**src/rtl/pic_nest_pkg.sv**
```systemverilog
package pic_nest_pkg;
  localparam int unsigned SRC_N       = 10;
  localparam int unsigned RSV_IDX     = 8;
  localparam int unsigned NOMASK_IDX  = 0;
  localparam int unsigned VEC_STRIDE  = 4;
  localparam int unsigned VEC_W       = 8;

  typedef enum logic [1:0] {
    SEL_MASK = 2'd0,
    SEL_PEND = 2'd1,
    SEL_ISVC = 2'd2,
    SEL_CTRL = 2'd3
  } reg_sel_e;
endpackage

```
**src/rtl/pic_nest_pick.sv**
```systemverilog
// Finds the lowest set index (most urgent) of a request vector.
module pic_nest_pick #(
  parameter int unsigned N     = 10,
  localparam int unsigned IDX_W = $clog2(N)
) (
  input  logic [N-1:0]     vec_i,
  output logic             found_o,
  output logic [IDX_W-1:0] idx_o
);
  always_comb begin
    found_o = 1'b0;
    idx_o   = '0;
    for (int i = N - 1; i >= 0; i--) begin
      if (vec_i[i]) begin
        found_o = 1'b1;
        idx_o   = IDX_W'(i);
      end
    end
  end
endmodule

```
**src/rtl/pic_nest_regs.sv**
```systemverilog
module pic_nest_regs
  import pic_nest_pkg::*;
#(
  parameter int unsigned N      = SRC_N,
  parameter int unsigned RSV    = RSV_IDX
) (
  input  logic         clk_i,
  input  logic         rst_ni,
  input  logic [N-1:0] irq_src_i,
  input  logic         gie_set_i,
  input  logic         gie_clr_i,
  input  logic         reg_we_i,
  input  reg_sel_e     reg_sel_i,
  input  logic [N-1:0] reg_wdata_i,
  input  logic [N-1:0] take_oh_i,
  input  logic [N-1:0] rti_oh_i,
  output logic [N-1:0] mask_q_o,
  output logic [N-1:0] pend_q_o,
  output logic [N-1:0] isvc_q_o,
  output logic         gie_q_o
);
  localparam logic [N-1:0] RSV_BIT = {{(N-1){1'b0}}, 1'b1} << RSV;

  logic [N-1:0] mask_q, pend_q, isvc_q;
  logic [N-1:0] mask_d, pend_d, isvc_d;
  logic         gie_q, gie_d;
  logic         wr_mask, wr_pend, wr_isvc;

  assign wr_mask = reg_we_i && (reg_sel_i == SEL_MASK);
  assign wr_pend = reg_we_i && (reg_sel_i == SEL_PEND);
  assign wr_isvc = reg_we_i && (reg_sel_i == SEL_ISVC);

  always_comb begin
    mask_d = wr_mask ? reg_wdata_i : mask_q;

    pend_d = pend_q & ~take_oh_i;
    if (wr_pend) pend_d = reg_wdata_i;
    // live lines land after a software write; reserved slot never latches
    pend_d = (pend_d | irq_src_i) & ~RSV_BIT;

    isvc_d = (isvc_q & ~rti_oh_i) | take_oh_i;
    if (wr_isvc) isvc_d = reg_wdata_i;

    gie_d = gie_q;
    if (gie_set_i) gie_d = 1'b1;
    if (gie_clr_i) gie_d = 1'b0;
  end

  always_ff @(posedge clk_i or negedge rst_ni) begin
    if (!rst_ni) begin
      mask_q <= '0;
      pend_q <= '0;
      isvc_q <= '0;
      gie_q  <= 1'b0;
    end else begin
      mask_q <= mask_d;
      pend_q <= pend_d;
      isvc_q <= isvc_d;
      gie_q  <= gie_d;
    end
  end

  assign mask_q_o = mask_q;
  assign pend_q_o = pend_q;
  assign isvc_q_o = isvc_q;
  assign gie_q_o  = gie_q;
endmodule

```
**src/rtl/pic_nest_ctrl.sv**
```systemverilog
module pic_nest_ctrl
  import pic_nest_pkg::*;
#(
  parameter int unsigned N        = SRC_N,
  parameter int unsigned RSV      = RSV_IDX,
  parameter int unsigned NOMASK   = NOMASK_IDX,
  parameter int unsigned STRIDE   = VEC_STRIDE,
  parameter int unsigned VW       = VEC_W
) (
  input  logic          clk_i,
  input  logic          rst_ni,
  input  logic [N-1:0]  irq_src_i,
  input  logic          gie_set_i,
  input  logic          gie_clr_i,
  input  logic          ack_i,
  input  logic          rti_i,
  input  logic          reg_we_i,
  input  logic [1:0]    reg_sel_i,
  input  logic [N-1:0]  reg_wdata_i,
  output logic [N-1:0]  reg_rdata_o,
  output logic          irq_o,
  output logic [VW-1:0] vec_o
);
  localparam int unsigned IDX_W      = $clog2(N);
  localparam logic [N-1:0] NOMASK_BIT = {{(N-1){1'b0}}, 1'b1} << NOMASK;

  reg_sel_e         sel;
  logic [N-1:0]     mask_q, pend_q, isvc_q;
  logic             gie_q;
  logic [N-1:0]     elig;
  logic             cand_found, isvc_found;
  logic [IDX_W-1:0] cand_idx, isvc_idx;
  logic             present, take;
  logic [N-1:0]     take_oh, rti_oh;

  assign sel = reg_sel_e'(reg_sel_i);

  pic_nest_regs #(.N(N), .RSV(RSV)) u_regs (
    .clk_i       (clk_i),
    .rst_ni      (rst_ni),
    .irq_src_i   (irq_src_i),
    .gie_set_i   (gie_set_i),
    .gie_clr_i   (gie_clr_i),
    .reg_we_i    (reg_we_i),
    .reg_sel_i   (sel),
    .reg_wdata_i (reg_wdata_i),
    .take_oh_i   (take_oh),
    .rti_oh_i    (rti_oh),
    .mask_q_o    (mask_q),
    .pend_q_o    (pend_q),
    .isvc_q_o    (isvc_q),
    .gie_q_o     (gie_q)
  );

  assign elig = pend_q & ~(mask_q & ~NOMASK_BIT);

  pic_nest_pick #(.N(N)) u_pick_req (
    .vec_i   (elig),
    .found_o (cand_found),
    .idx_o   (cand_idx)
  );

  pic_nest_pick #(.N(N)) u_pick_svc (
    .vec_i   (isvc_q),
    .found_o (isvc_found),
    .idx_o   (isvc_idx)
  );

  // strict preemption: must outrank every active level
  assign present = gie_q && cand_found && (!isvc_found || (cand_idx < isvc_idx));
  assign take    = present && ack_i;

  for (genvar g = 0; g < N; g++) begin : g_dec
    assign take_oh[g] = take && (cand_idx == IDX_W'(g));
    assign rti_oh[g]  = rti_i && isvc_found && (isvc_idx == IDX_W'(g));
  end

  assign irq_o = present;
  assign vec_o = present ? (VW'(cand_idx) * VW'(STRIDE)) : '0;

  always_comb begin
    unique case (sel)
      SEL_MASK: reg_rdata_o = mask_q;
      SEL_PEND: reg_rdata_o = pend_q;
      SEL_ISVC: reg_rdata_o = isvc_q;
      default:  reg_rdata_o = {{(N-1){1'b0}}, gie_q};
    endcase
  end
endmodule

```
**config.mk**
```make
export PLATFORM = sky130hd
export DESIGN_NAME = pic_nest_ctrl
export DESIGN_NICKNAME = d
export VERILOG_FILES = /design/src/rtl/pic_nest_pkg.sv /design/src/rtl/pic_nest_pick.sv /design/src/rtl/pic_nest_regs.sv /design/src/rtl/pic_nest_ctrl.sv
export SDC_FILE = /design/constraint.sdc
export NUM_CORES = 1
export LEC_CHECK = 0
export BUFFER_PORTS_ARGS = -buffer_cell sky130_fd_sc_hd__buf_2
export CORE_UTILIZATION = 50
export DETAILED_ROUTE_END_ITERATION = 8
export GPL_TIMING_DRIVEN = 0
export PLACE_DENSITY = 0.75
export SLEW_MARGIN = 20
export SYNTH_ARGS = -nofsm -noshare
export SYNTH_HDL_FRONTEND = slang
export SYNTH_SLANG_ARGS = --single-unit
```
**constraint.sdc**
```tcl
create_clock -name clk_i -period 4.1 [get_ports clk_i]
set_clock_uncertainty 0.05 [all_clocks]
set_input_delay 1.23 -clock clk_i [delete_from_list [all_inputs] [get_ports clk_i]]
set_output_delay 1.23 -clock clk_i [all_outputs]
set_load 0.05 [all_outputs]
```
## Word level (Yosys, flattened, before mapping)

Index checks and enable logic that the tools add are counted.

- Bits in registers: 30
- Input bits: 29
- Output and inout bits: 19
- Logic and storage cells: 112

- Order comparisons: 1
- Equal/unequal tests: 20
- Mux-type cells: 46
- Bitwise logic cells: 8
- Reduce and logical (&&, ||, !) cells: 33

Operators with widths:

| cell | count |
|---|---|
| two-way mux 4 bit | 20 |
| equality test 4 x 3 -> 1 bit (second input constant) | 8 |
| AND 10 bit | 3 |
| NOT 10 bit | 3 |
| one-hot mux 10 bit (3 select lines) | 1 |
| logical AND 1 bit | 27 |
| two-way mux 1 bit | 22 |
| two-way mux 10 bit | 2 |
| bitwise OR 10 bit | 2 |
| equality test 4 x 2 -> 1 bit (second input constant) | 4 |
| equality test 4 bit (second input constant) | 4 |
| equality test 4 x 1 -> 1 bit (second input constant) | 2 |
| logical NOT 4 bit | 2 |
| two-way mux 6 bit | 1 |
| less-than comparator 4 bit | 1 |
| equality test 2 x 1 -> 1 bit (second input constant) | 1 |
| equality test 2 bit (second input constant) | 1 |
| logical NOT 2 bit | 1 |
| nonzero test 2 bit | 1 |
| logical NOT 1 bit | 1 |
| logical OR 1 bit | 1 |

## Logic depth before layout (Yosys ltp)

Gate-level depths: netlist of run 1.

- Depth after elaboration: 21
- Gate-level depth with buffers: 11
- Mapped depth without buffers: 11

## Hierarchy

A second synthesis of run 1 with hierarchy kept.

- Cells, all modules: 246
- Area total of the unflattened synthesis: 2,274.7 sq um

Modules (own cells, without submodules):

| module | instances | cells an instance | area an instance (sq um) | sequential area each (sq um) |
|---|---|---|---|---|
| pic_nest_regs | 1 | 112 | 1,437.6 | 750.7 |
| pic_nest_ctrl | 1 | 98 | 634.4 | 0.0 |
| pic_nest_pick | 2 | 18 | 101.3 | 0.0 |

## Least setup slack after synthesis of run 1

No wires, ideal clock.

- Path type: register to output
- Start: register u_regs.isvc_q[2] (netlist: u_regs.isvc_q_o[2])
- End: output vec_o[5]
- Data arrival time: 3,342 ps
- Data required time: 2,820 ps
- Path slack: -522 ps
- Cell stages (with the launch flop): 11
- Path buffers: 1
- Cell sequence: dfrtp_1 buf_6 or4_4 or2b_1 ha_1 a21o_1 a211oi_1 or2_2 o21ai_2 nand2b_1 nor3_1

- Word-level cells in the longest chain between the ends: 7
- Elaborated cells on any way between the ends: 11
- Classes of those cells: 1 x order compare; 7 x mux; 3 x reduce/logical

Ends and longest elaborated chain:

| what | RTL line | RTL |
|---|---|---|
| from (decl) | pic_nest_regs.sv:24 | `logic [N-1:0] mask_q, pend_q, isvc_q;` |
| from (signal assigned) | pic_nest_regs.sv:58 | `isvc_q <= isvc_d;` |
| two-way mux 4 bit or two-way mux 1 bit (tied branches) (3 in series) | pic_nest_pick.sv:14 | `if (vec_i[i]) begin` |
| less-than comparator 4 bit or logical NOT 1 bit (tied branches) | pic_nest_ctrl.sv:70 | `assign present = gie_q && cand_found && (!isvc_found \|\| (cand_idx < isvc_idx));` |
| logical OR 1 bit * | pic_nest_ctrl.sv:70 |  |
| logical AND 1 bit * | pic_nest_ctrl.sv:70 |  |
| two-way mux 6 bit * | pic_nest_ctrl.sv:79 | `assign vec_o = present ? (VW'(cand_idx) * VW'(STRIDE)) : '0;` |
| to (decl) | pic_nest_ctrl.sv:22 | `output logic [VW-1:0] vec_o` |

Every way passes the cells marked *; elsewhere a longest branch is shown, timed or not.

## Worst setup path in the final report of run 1

- Start: register u_regs.isvc_q[0] (netlist: u_regs.isvc_q_o[0])
- End: output vec_o[2]

- Word-level cells in the longest chain between the ends: 5
- Elaborated cells on any way between the ends: 7
- Classes of those cells: 1 x order compare; 3 x mux; 3 x reduce/logical

Ends and longest elaborated chain:

| what | RTL line |
|---|---|
| two-way mux 4 bit or two-way mux 1 bit (tied branches) | pic_nest_pick.sv:14 |
| less-than comparator 4 bit or logical NOT 1 bit (tied branches) | pic_nest_ctrl.sv:70 |
| logical OR 1 bit * | pic_nest_ctrl.sv:70 |
| logical AND 1 bit * | pic_nest_ctrl.sv:70 |
| two-way mux 6 bit * | pic_nest_ctrl.sv:79 |

Marks and branches as above.

==> results of run 1 <==
[layout make-up]
type,instances,share of cell area
tap,50,0.0213
multi-input combinational,195,0.503
inverter,7,0.00897
timing repair buffer,72,0.159
buffer,12,0.0248
sequential,30,0.257
clock buffer,7,0.0260
[per-stage QoR]
step | hold WS (ns) | cells | setup TNS, ns
5_1_grt | 0.482 | 373 | -0.787
6_report | 0.460 | 373 | -0.432
2_1_floorplan | 0.426 | 244 | -0.130
3_5_place_dp | 0.446 | 336 | -0.731
3_3_place_gp | 0.440 | 336 | -0.613
4_1_cts | 0.460 | 363 | -0.275
[placed cells by master (no fill, tap or decap), types with 4 or more instances in the layout]
cell type,netlist,final
nand3_1,6,6
or2_1,4,4
nand2_1,27,25
clkbuf_8,0,5
buf_6,1,6
o21ai_1,2,10
inv_1,7,6
nor2_1,20,17
o21ai_0,16,6
conb_1,1,4
a31oi_1,4,4
a311o_1,5,5
buf_2,0,37
mux2i_1,13,13
dfrtp_1,30,28
nand2b_1,7,6
buf_4,5,35
nor2b_1,8,6
and3_1,4,4
a21oi_1,13,12
mux2_2,10,10
clkbuf_1,3,5
[routing by layer]
layer  routed length, um  vias to the layer above  part of all wire
met5                   0                        -                 0
li1                    -                     1028                 -
met1                2700                     1083              0.40
met3                 578                       20             0.086
met2                3320                      120              0.49
met4                 163                        0             0.024
[final timing paths]
path	from	to	slack (ns)	depth (start not counted)
hold reg to reg	u_regs.mask_q_o[8]	u_regs.mask_q_o[8]	0.46	1
hold / removal	u_regs.mask_q_o[8]	u_regs.mask_q_o[8]	0.46	1
max in group asynchronous	rst_ni	u_regs.isvc_q_o[0]	2.58	1
setup reg to reg	u_regs.isvc_q_o[0]	u_regs.pend_q_o[1]	0.05	20
min in group asynchronous	rst_ni	u_regs.pend_q_o[6]	0.93	1
setup / recovery	u_regs.isvc_q_o[0]	vec_o[2]	-0.14	10
[power by group through the flow]
stage	Clock [uW]	Sequential [uW]	Combinational [uW]
6_report	229	402	635
5_1_grt	245	409	675
4_1_cts	232	399	557
3_5_place_dp	0	406	449
3_3_place_gp	0	404	444
2_1_floorplan	0	387	351
[sequential cells by signal, indices dropped and copies added, names as in the netlist]
name,flops
u_regs.pend_q_o,9
u_regs.isvc_q_o,10
u_regs.mask_q_o,10
u_regs.gie_q_o,1
[cell families after synthesis]
family,count (synthesis),share of synthesized area
mux,24,0.124
fa+ha+maj,3,0.0175
compound gates,62,0.199
simple gates,102,0.261
buf+inv,19,0.0456
other cells,1,0.00175
flops,30,0.351
[timing repair]
action | CTS | global route
setup buffers | 20 | 13
resized for setup | 29 | 16
hold buffers | 0 | 0
endpoints found under the setup margin | 5 | 17
pin swaps | 4 | 17
endpoints found under the hold margin | 0 | 0
==> results.md, run 1 <==
* Logic pwr share at 0.501
* PortBufs at 42
* First-pass DRT Iterations at 5
* Vias in the first global route at 2077
* Worst-path fanout max at 6
* Highest Clock Rate at 0.236 GHz
* GR Util met3 at 0.0676
* Buf+Inv Stages, Crit Path at 2
* Flop pwr share at 0.317
* Tmin final at 4.24 ns
* Share of the synthesized area in the top cell type at 0.351
* GR peak layer: met2
* Die height at 67.4 um
* Crit start category: flop
* CTS Sinks at 30
* Crit-path cells: or4_4 -> or2b_1 -> ha_4 -> a21o_1 -> a211oi_2 -> or2_4 -> o21ai_4 -> buf_4 -> nor3_4 -> buf_6
* First-pass GRT wire length at 10400 um
* Vias per inst at 6.03
* Met1 Track Usage GR at 0.416
* Synth Flop Type: dfrtp_1
* Class of the most critical setup path: flop to output pin
* Chip Width at 67.4 um
* Met2 Use GR at 0.516
* Grt total ovfl at 0
* Fin. max-slew vios at 0
* Row count at 23
* CTS H-tree depth at 2
* Antenna Cells at 0
* Post-synthesis cell count at 241
* All-Layer GR Usage at 0.316
* FF+latch count, synth at 30
* Worst path max stage delay at 0.57 ns
* CP top delay family: simple AND/OR/NAND/NOR gates
* Final period util at 1.03
* Initial DRC count at 180
* Pre-CTS setup slack at -0.214 ns
* Fraction of registers with async set/reset at 1.00
* Clock latency on the worst-skew pair at 0.29 ns
* Register area at 753 um2
* Crit path DAT at 2.96 ns
* Setup violations, final at 5
* Sequential-to-total area share from yosys stat at 0.351
* Post-Syn Area at 0.00214 mm2
* Power density over the cells at 432 mW/mm2
* Die area at 0.00454 mm2
* Post-Syn Area per Cell at 8.88 um2
* Synth Warn # at 0
* Cts bufs inserted at 5
* Pleak at 0.00130 uW
* Clock tree root driver cell: clkbuf_8
* Clock buffer depth at 2
* Initial antenna violation count at 0
* Final Hold Viols at 0
* Sw frac at 0.433
* Most common cell in the netlist: dfrtp_1
* Clk pwr share at 0.181
* # fillers at 289
* Residual DRC at 0
* Area taken by multi-input logic gates at 0.00147 mm2
* Max VDD drop at 0.262 mV
* Layout cells sized above 1 at 0.418
* EDFF count, synth at 0
* I/O pin cnt at 48
* Synth area leader: dfrtp_1
* Actual slew at the worst max-slew pin at 1.11 ns
* Fin nets at 355
* P_int at 718 uW
* Vias at 2251
* Gpl congestion at 0.899
* RSZ-0062 raised after global routing: true
* CP required at 2.82 ns
* Total power at 1270 uW
* Outcome: finished with violations
* Mean routed wirelength per cell at 18.1 um
* Final worst slack at -0.135 ns
* WL final at 6760 um
* Failing checks: setup timing
* P_sw at 548 uW
* Number of distinct library cells after synthesis at 53
* Routed Antenna Nets at 0
* Min-delay worst type: flop to flop
* Core Region at 0.00406 mm2
* Max_cap viols at 0
* Final core utilization at 0.722
* Worst setup EP type: output pin
* CTS tree: built
* Critical path's slowest cell: or4_4
* Top cell types by occurrence after synthesis: dfrtp_1, nand2_1, nor2_1
* Initial Util at 0.527
* Maximum number of pins on one net before global-route repair at 31
* Worst-path clk slew at 0.06 ns
* Placed inst area at 0.00244 mm2
* Slew HR at 0.251
* Fin area at 0.00293 mm2
* Area Overhead vs Synth at 37.0%
* HPWL reported at the end of detailed placement at 4390 um
* Area contributors post-synth: dfrtp_1, mux2i_1, mux2_2
No activity file was read; power rests on OpenSTA's default activity.
==> run 2, diff against run 1 <==
Settings changed: GPL_TIMING_DRIVEN 0 to unset.
==> results.md, run 2 (synthesis gave the netlist of run 1 again) <==
* Power density over the cells at 450 mW/mm2 (+4.1%)
* Flop pwr share at 0.308 (-0.009)
* Logic pwr share at 0.491 (-0.010)
* Clk pwr share at 0.201 (+0.020)
* P_sw at 532 uW (-2.8%)
* P_int at 738 uW (+2.8%)
* Clock latency on the worst-skew pair at 0.29 ns (about the same)
* Max VDD drop at 0.286 mV (+9.2%)
* Gpl congestion at 0.951 (+5.8%)
* Mean routed wirelength per cell at 17.6 um (-3.1%)
* Fin. max-slew vios at 0 (unchanged)
* CTS H-tree depth at 2 (unchanged)
* Maximum number of pins on one net before global-route repair at 31 (unchanged)
* Final worst slack at -0.0320 ns (+0.103 ns)
* Vias at 2179 (-3.2%)
* HPWL reported at the end of detailed placement at 4530 um (+3.3%)
* Max_cap viols at 0 (unchanged)
* Worst R2R Path Depth at 10 (-50%)
* Placed cell count at 346 (+3.0%)
* Area Overhead vs Synth at 32.0%
* Die height at 67.4 um (unchanged)
* Clock buffer depth at 2 (unchanged)
* Routed Antenna Nets at 0 (unchanged)
* Pleak at 0.00127 uW (-2.6%)
* First-pass DRT Iterations at 5 (unchanged)
* Setup crit end: vec_o[5]
* RSZ-0062 raised after global routing: true
* Fin nets at 343 (-3.4%)
* Reg2reg end: u_regs.pend_q_o[4]
* Worst setup EP type: output pin
* Grt total ovfl at 0 (unchanged)
* Class of the most critical setup path: flop to output pin
* Worst reg2reg path startpoint: u_regs.isvc_q_o[2]
* Worst-path clk slew at 0.06 ns (about the same)
* Hold-fix buffers, CTS at 0 (unchanged)
* Failing checks: setup timing
* Initial DRC count at 172 (-4.4%)
* Actual slew at the worst max-slew pin at 0.829 ns (-0.285 ns)
* All-Layer GR Usage at 0.294 (-0.0219)
* PortBufs at 42 (unchanged)
* Clock tree root driver cell: clkbuf_8
* CTS tree: built
* Outcome: finished with violations
* Cts bufs inserted at 5 (unchanged)
* Crit start category: flop
* Final period util at 1.01 (-0.0252)
* Initial Util at 0.527 (unchanged)
* Core Region at 0.00406 mm2 (unchanged)
* Vias per inst at 6.02 (-0.26%)
* Setup violations, final at 3 (-2)
* Antenna Cells at 0 (unchanged)
* Most frequent cells in the layout: buf_2, buf_4, dfrtp_1, nand2_1, nor2_1
* CP required at 2.82 ns (about the same)
* Row count at 23 (unchanged)
* Residual DRC at 0 (unchanged)
* Vias in the first global route at 1968 (-5.2%)
* Chip Width at 67.4 um (unchanged)
* First-pass GRT wire length at 9690 um (-6.4%)
* Setup TNS Final at -0.0630 ns (+0.369 ns)
* Sw frac at 0.419 (-0.0138)
* CTS Sinks at 30 (unchanged)
* Final Hold Viols at 0 (unchanged)
* Commonest non-fill, non-tap cell in the layout: buf_2
* Die area at 0.00454 mm2 (unchanged)
* Min-delay worst type: flop to flop
* Tmin final at 4.13 ns (-0.103 ns)
* Post-Layout Cell Count at 362 (-2.9%)
* Crit path DAT at 2.85 ns (-0.11 ns)
* Slew HR at 0.446 (+0.195)
* Layout cells sized above 1 at 0.397 (-0.0205)
* WL final at 6360 um (-5.9%)
* Highest Clock Rate at 0.242 GHz (+2.5%)
* I/O pin cnt at 48 (unchanged)
* Hold_sp: u_regs.mask_q_o[0]
* Crit. Startpoint: u_regs.isvc_q_o[2]
* Initial antenna violation count at 0 (unchanged)
* Pre-CTS setup slack at -0.0234 ns (+0.191 ns)
* Worst-path fanout max at 3 (-3)
* Flop2flop setup slack at 0.89 ns (+0.84 ns)
[run 2: cell types whose count changed in the layout (fill, tap and decap cells not counted), moves of 2 or more]
cell,delta
buf_4,-5
clkbuf_1,-4
buf_1,-2
dfrtp_1,+2
dfrtp_2,-2
o21ai_2,+2
o21ai_4,-2
[run 2: worst min path at each step]
stage | to | slack [ns] | cells past startpoint
after global placement | u_regs.mask_q_o[0] | 0.44 | 1
after CTS | u_regs.mask_q_o[0] | 0.46 | 1
after floorplan | u_regs.mask_q_o[0] | 0.43 | 1
after global routing | u_regs.mask_q_o[0] | 0.49 | 1
final | u_regs.mask_q_o[0] | 0.47 | 1
after detailed placement | u_regs.mask_q_o[0] | 0.45 | 1
[run 2: final cells by class]
| class | count | area, um2 |
|---|---|---|
| sequential | 30 | 751 |
| clock buffer | 7 | 86.3 |
| multi-input combinational | 195 | 1430 |
| fill | 308 | 1230 |
| clock inverter | 1 | 5.00 |
| inverter | 7 | 28.8 |
| tap | 50 | 62.6 |
| timing repair buffer | 72 | 467 |
[run 2: metal layers]
layer | share of wire | GRT usage | up-vias
met4 | 0.017 | 0.0931 | 0
met3 | 0.069 | 0.0439 | 17
li1 | - | - | 1009
met5 | 0 | 0 | -
met2 | 0.48 | 0.470 | 109
met1 | 0.44 | 0.406 | 1044
[run 2: power groups by stage]
stage          clock network, uW  registers, uW  logic (uW)
2_1_floorplan                  0            387         351
3_3_place_gp                   0            390         514
3_5_place_dp                   0            392         523
4_1_cts                      250            387         558
5_1_grt                      267            399         661
6_report                     255            392         624
[run 2: what timing repair did]
action | CTS | global route
pin swaps | 5 | 8
endpoints found under the setup margin | 5 | 5
endpoints found under the hold margin | 0 | 0
resized for setup | 19 | 15
setup buffers | 3 | 5
[run 2: worst max-delay path, cell delays in order (launching register included)]
cell and delay, ns:
dfrtp_1 0.37, or4_4 0.56, or2b_1 0.27, ha_4 0.22, a21o_1 0.18, a211oi_2 0.26
or2_4 0.17, o21ai_2 0.05, nand2b_4 0.16, nor3_4 0.13, buf_6 0.18
[run 2: per-stage QoR]
| stage | power [uW] | utilization | cell area (um2) | hold WS (ns) |
|---|---|---|---|---|
| floorplan | 739 | - | 2170 | 0.426 |
| global placement | 905 | 0.624 | 2530 | 0.438 |
| detailed placement | 915 | 0.624 | 2530 | 0.449 |
| CTS | 1190 | 0.670 | 2720 | 0.463 |
| global route | 1330 | 0.696 | 2830 | 0.492 |
| finish | 1270 | 0.696 | 2830 | 0.468 |
==> run 3, diff against run 2 <==
Settings changed: CORE_ASPECT_RATIO set to 1.2.
==> results.md, run 3 (synthesis gave the netlist of run 1 again) <==
* Row count at 25 (+8.7%)
* Final core utilization at 0.692 (-0.00471)
* Core Region at 0.00400 mm2 (-1.3%)
* Worst-path clk slew at 0.07 ns (about the same)
* Most frequent cells in the layout: buf_2, dfrtp_1, nand2_1, buf_4, nor2_1
* Residual DRC at 0 (unchanged)
* Crit-path cells: or4_4 -> or2b_1 -> ha_4 -> a21o_1 -> a211oi_2 -> or2_4 -> o21ai_2 -> nand2b_4 -> nor3_4 -> buf_6
* Initial antenna violation count at 0 (unchanged)
* Max_cap viols at 0 (unchanged)
* # fillers at 354 (+15%)
* Initial Util at 0.534 (+0.00709)
* Worst-path fanout max at 3 (unchanged)
* CTS tree: built
* Final Hold Viols at 0 (unchanged)
* Actual slew at the worst max-slew pin at 0.931 ns (+0.101 ns)
* Buf+Inv Stages, Crit Path at 1 (unchanged)
* I/O pin cnt at 48 (unchanged)
* Worst setup EP type: output pin
* Commonest non-fill, non-tap cell in the layout: buf_2
* Maximum number of pins on one net before global-route repair at 31 (unchanged)
* PortBufs at 42 (unchanged)
* Total power at 1270 uW (-0.42%)
* First-pass GRT wire length at 9870 um (+1.9%)
* Setup TNS Final at -0.0459 ns (+0.0172 ns)
* Crit path DAT at 2.85 ns (about the same)
* RSZ-0062 raised after global routing: true
* CTS Sinks at 30 (unchanged)
* Final period util at 1.01 (about the same)
* Antenna Cells at 0 (unchanged)
* Die area at 0.00455 mm2 (about the same)
* CTS H-tree depth at 2 (unchanged)
* Worst path max stage delay at 0.55 ns (about the same)
* Failing checks: setup timing
* Fin. max-slew vios at 0 (unchanged)
* Setup violations, final at 2 (-1)
* Chip Width at 61.7 um (-8.5%)
* Highest Clock Rate at 0.242 GHz (about the same)
* Crit start category: flop
* Grt total ovfl at 0 (unchanged)
* Vias in the first global route at 2016 (+2.4%)
* All-Layer GR Usage at 0.303 (+0.00891)
* Area Overhead vs Synth at 29.4%
* WL final at 6250 um (-1.6%)
* Fin nets at 337 (-1.7%)
* HPWL reported at the end of detailed placement at 4520 um (-0.31%)
* CP top delay family: simple AND/OR/NAND/NOR gates
* Clock latency on the worst-skew pair at 0.29 ns (about the same)
* Met1 Track Usage GR at 0.411 (+0.00492)
* Vias at 2139 (-1.8%)
* Area taken by multi-input logic gates at 0.00139 mm2 (-2.3%)
* Power density over the cells at 457 mW/mm2 (+1.6%)
* Tmin final at 4.13 ns (-0.00324 ns)
* Clock tree root driver cell: clkbuf_8
* Fin area at 0.00277 mm2 (-2.0%)
* GR Util met3 at 0.0704 (+0.0265)
* Gpl congestion at 0.920 (-3.3%)
* Min-delay worst type: flop to flop
* Critical path's slowest cell: or4_4
* Class of the most critical setup path: flop to output pin
* Final worst slack at -0.0288 ns (+0.00324 ns)
* Placed inst area at 0.00252 mm2 (-0.40%)
* Outcome: finished with violations
* GR peak layer: met2
* Die height at 73.7 um (+9.3%)
* Mean routed wirelength per cell at 17.4 um (-1.1%)
* CP required at 2.82 ns (about the same)
* Register area at 751 um2 (unchanged)
* Max VDD drop at 0.299 mV (+4.3%)
* Routed Antenna Nets at 0 (unchanged)
* First-pass DRT Iterations at 4 (-1)
* Met2 Use GR at 0.461 (-0.00883)
* Cts bufs inserted at 5 (unchanged)
* Pleak at 0.00123 uW (-2.6%)
* Vias per inst at 5.94 (-1.3%)
* Layout cells sized above 1 at 0.376 (-0.0216)
* Initial DRC count at 149 (-13%)
* Slew HR at 0.378 (-0.0676)
* Clock buffer depth at 2 (unchanged)
run 3: cell count changes in the layout (fill, tap and decap cells not counted), moves of 2 or more:
cell | before | now
clkbuf_8 | 6 | 8
nor4_2 | 1 | 3
nor2b_1 | 6 | 8
nor4_4 | 2 | 0
buf_4 | 30 | 24
run 3: worst paths after layout:
| check | start | end | slack, ns | cells after the start |
|---|---|---|---|---|
| max in group asynchronous | rst_ni | u_regs.mask_q_o[2] | 2.62 | 1 |
| worst max register to register | u_regs.isvc_q_o[0] | u_regs.pend_q_o[4] | 0.87 | 10 |
| min in group asynchronous | rst_ni | u_regs.mask_q_o[7] | 0.93 | 1 |
| worst min register to register | u_regs.mask_q_o[8] | u_regs.mask_q_o[8] | 0.46 | 1 |
| worst min-delay path | u_regs.mask_q_o[8] | u_regs.mask_q_o[8] | 0.46 | 1 |
| worst max-delay path | u_regs.isvc_q_o[0] | vec_o[5] | -0.03 | 10 |
run 3: power by group:
part / leakage, uW / total [uW] / internal (uW) / switching, uW
sequential: 0.000338 / 390 / 345 / 45.1
clock: 0.0000575 / 283 / 169 / 114
combinational: 0.000839 / 592 / 237 / 355
total: 0.00123 / 1270 / 751 / 514
run 3: repair_timing:
item | in CTS | in global routing
setup buffers | 2 | 2
endpoints found under the hold margin | 0 | 0
pin swaps | 5 | 6
gates resized for setup | 16 | 11
setup endpoints to repair | 5 | 5
hold buffers | 0 | 0
run 3: worst reg2reg max path, delay by kind of cell (launching register included):
family	cells	cell delay [ns]
AO/OA/AOI/OAI	5	1.27
AND/OR/NAND/NOR	3	1.05
flip-flops	1	0.39
adder cells (fa/ha/maj)	1	0.22
buffers and inverters	1	0.15
run 3: final cells by class:
type                    count  area share
well taps                  54      0.0244
inverters                   7     0.00949
clock buffers               8      0.0398
multi-input cells         195       0.503
repair buffers             66       0.152
flip-flops and latches     30       0.271
run 3: per-layer routing:
layer  up-vias  routed length, um
li1        994                  -
met1      1025               2460
met2       104               3110
met3        16                549
met4         0                143
met5         -                  0
run 3: through the flow:
step	cells	setup slack, ns	hold slack (ns)
final	360	-0.0288	0.464
after global routing	360	-0.124	0.490
after CTS	358	-0.0462	0.467
after detailed placement	348	-0.0150	0.452
after global placement	348	0.0623	0.438
after floorplan	244	-0.130	0.426
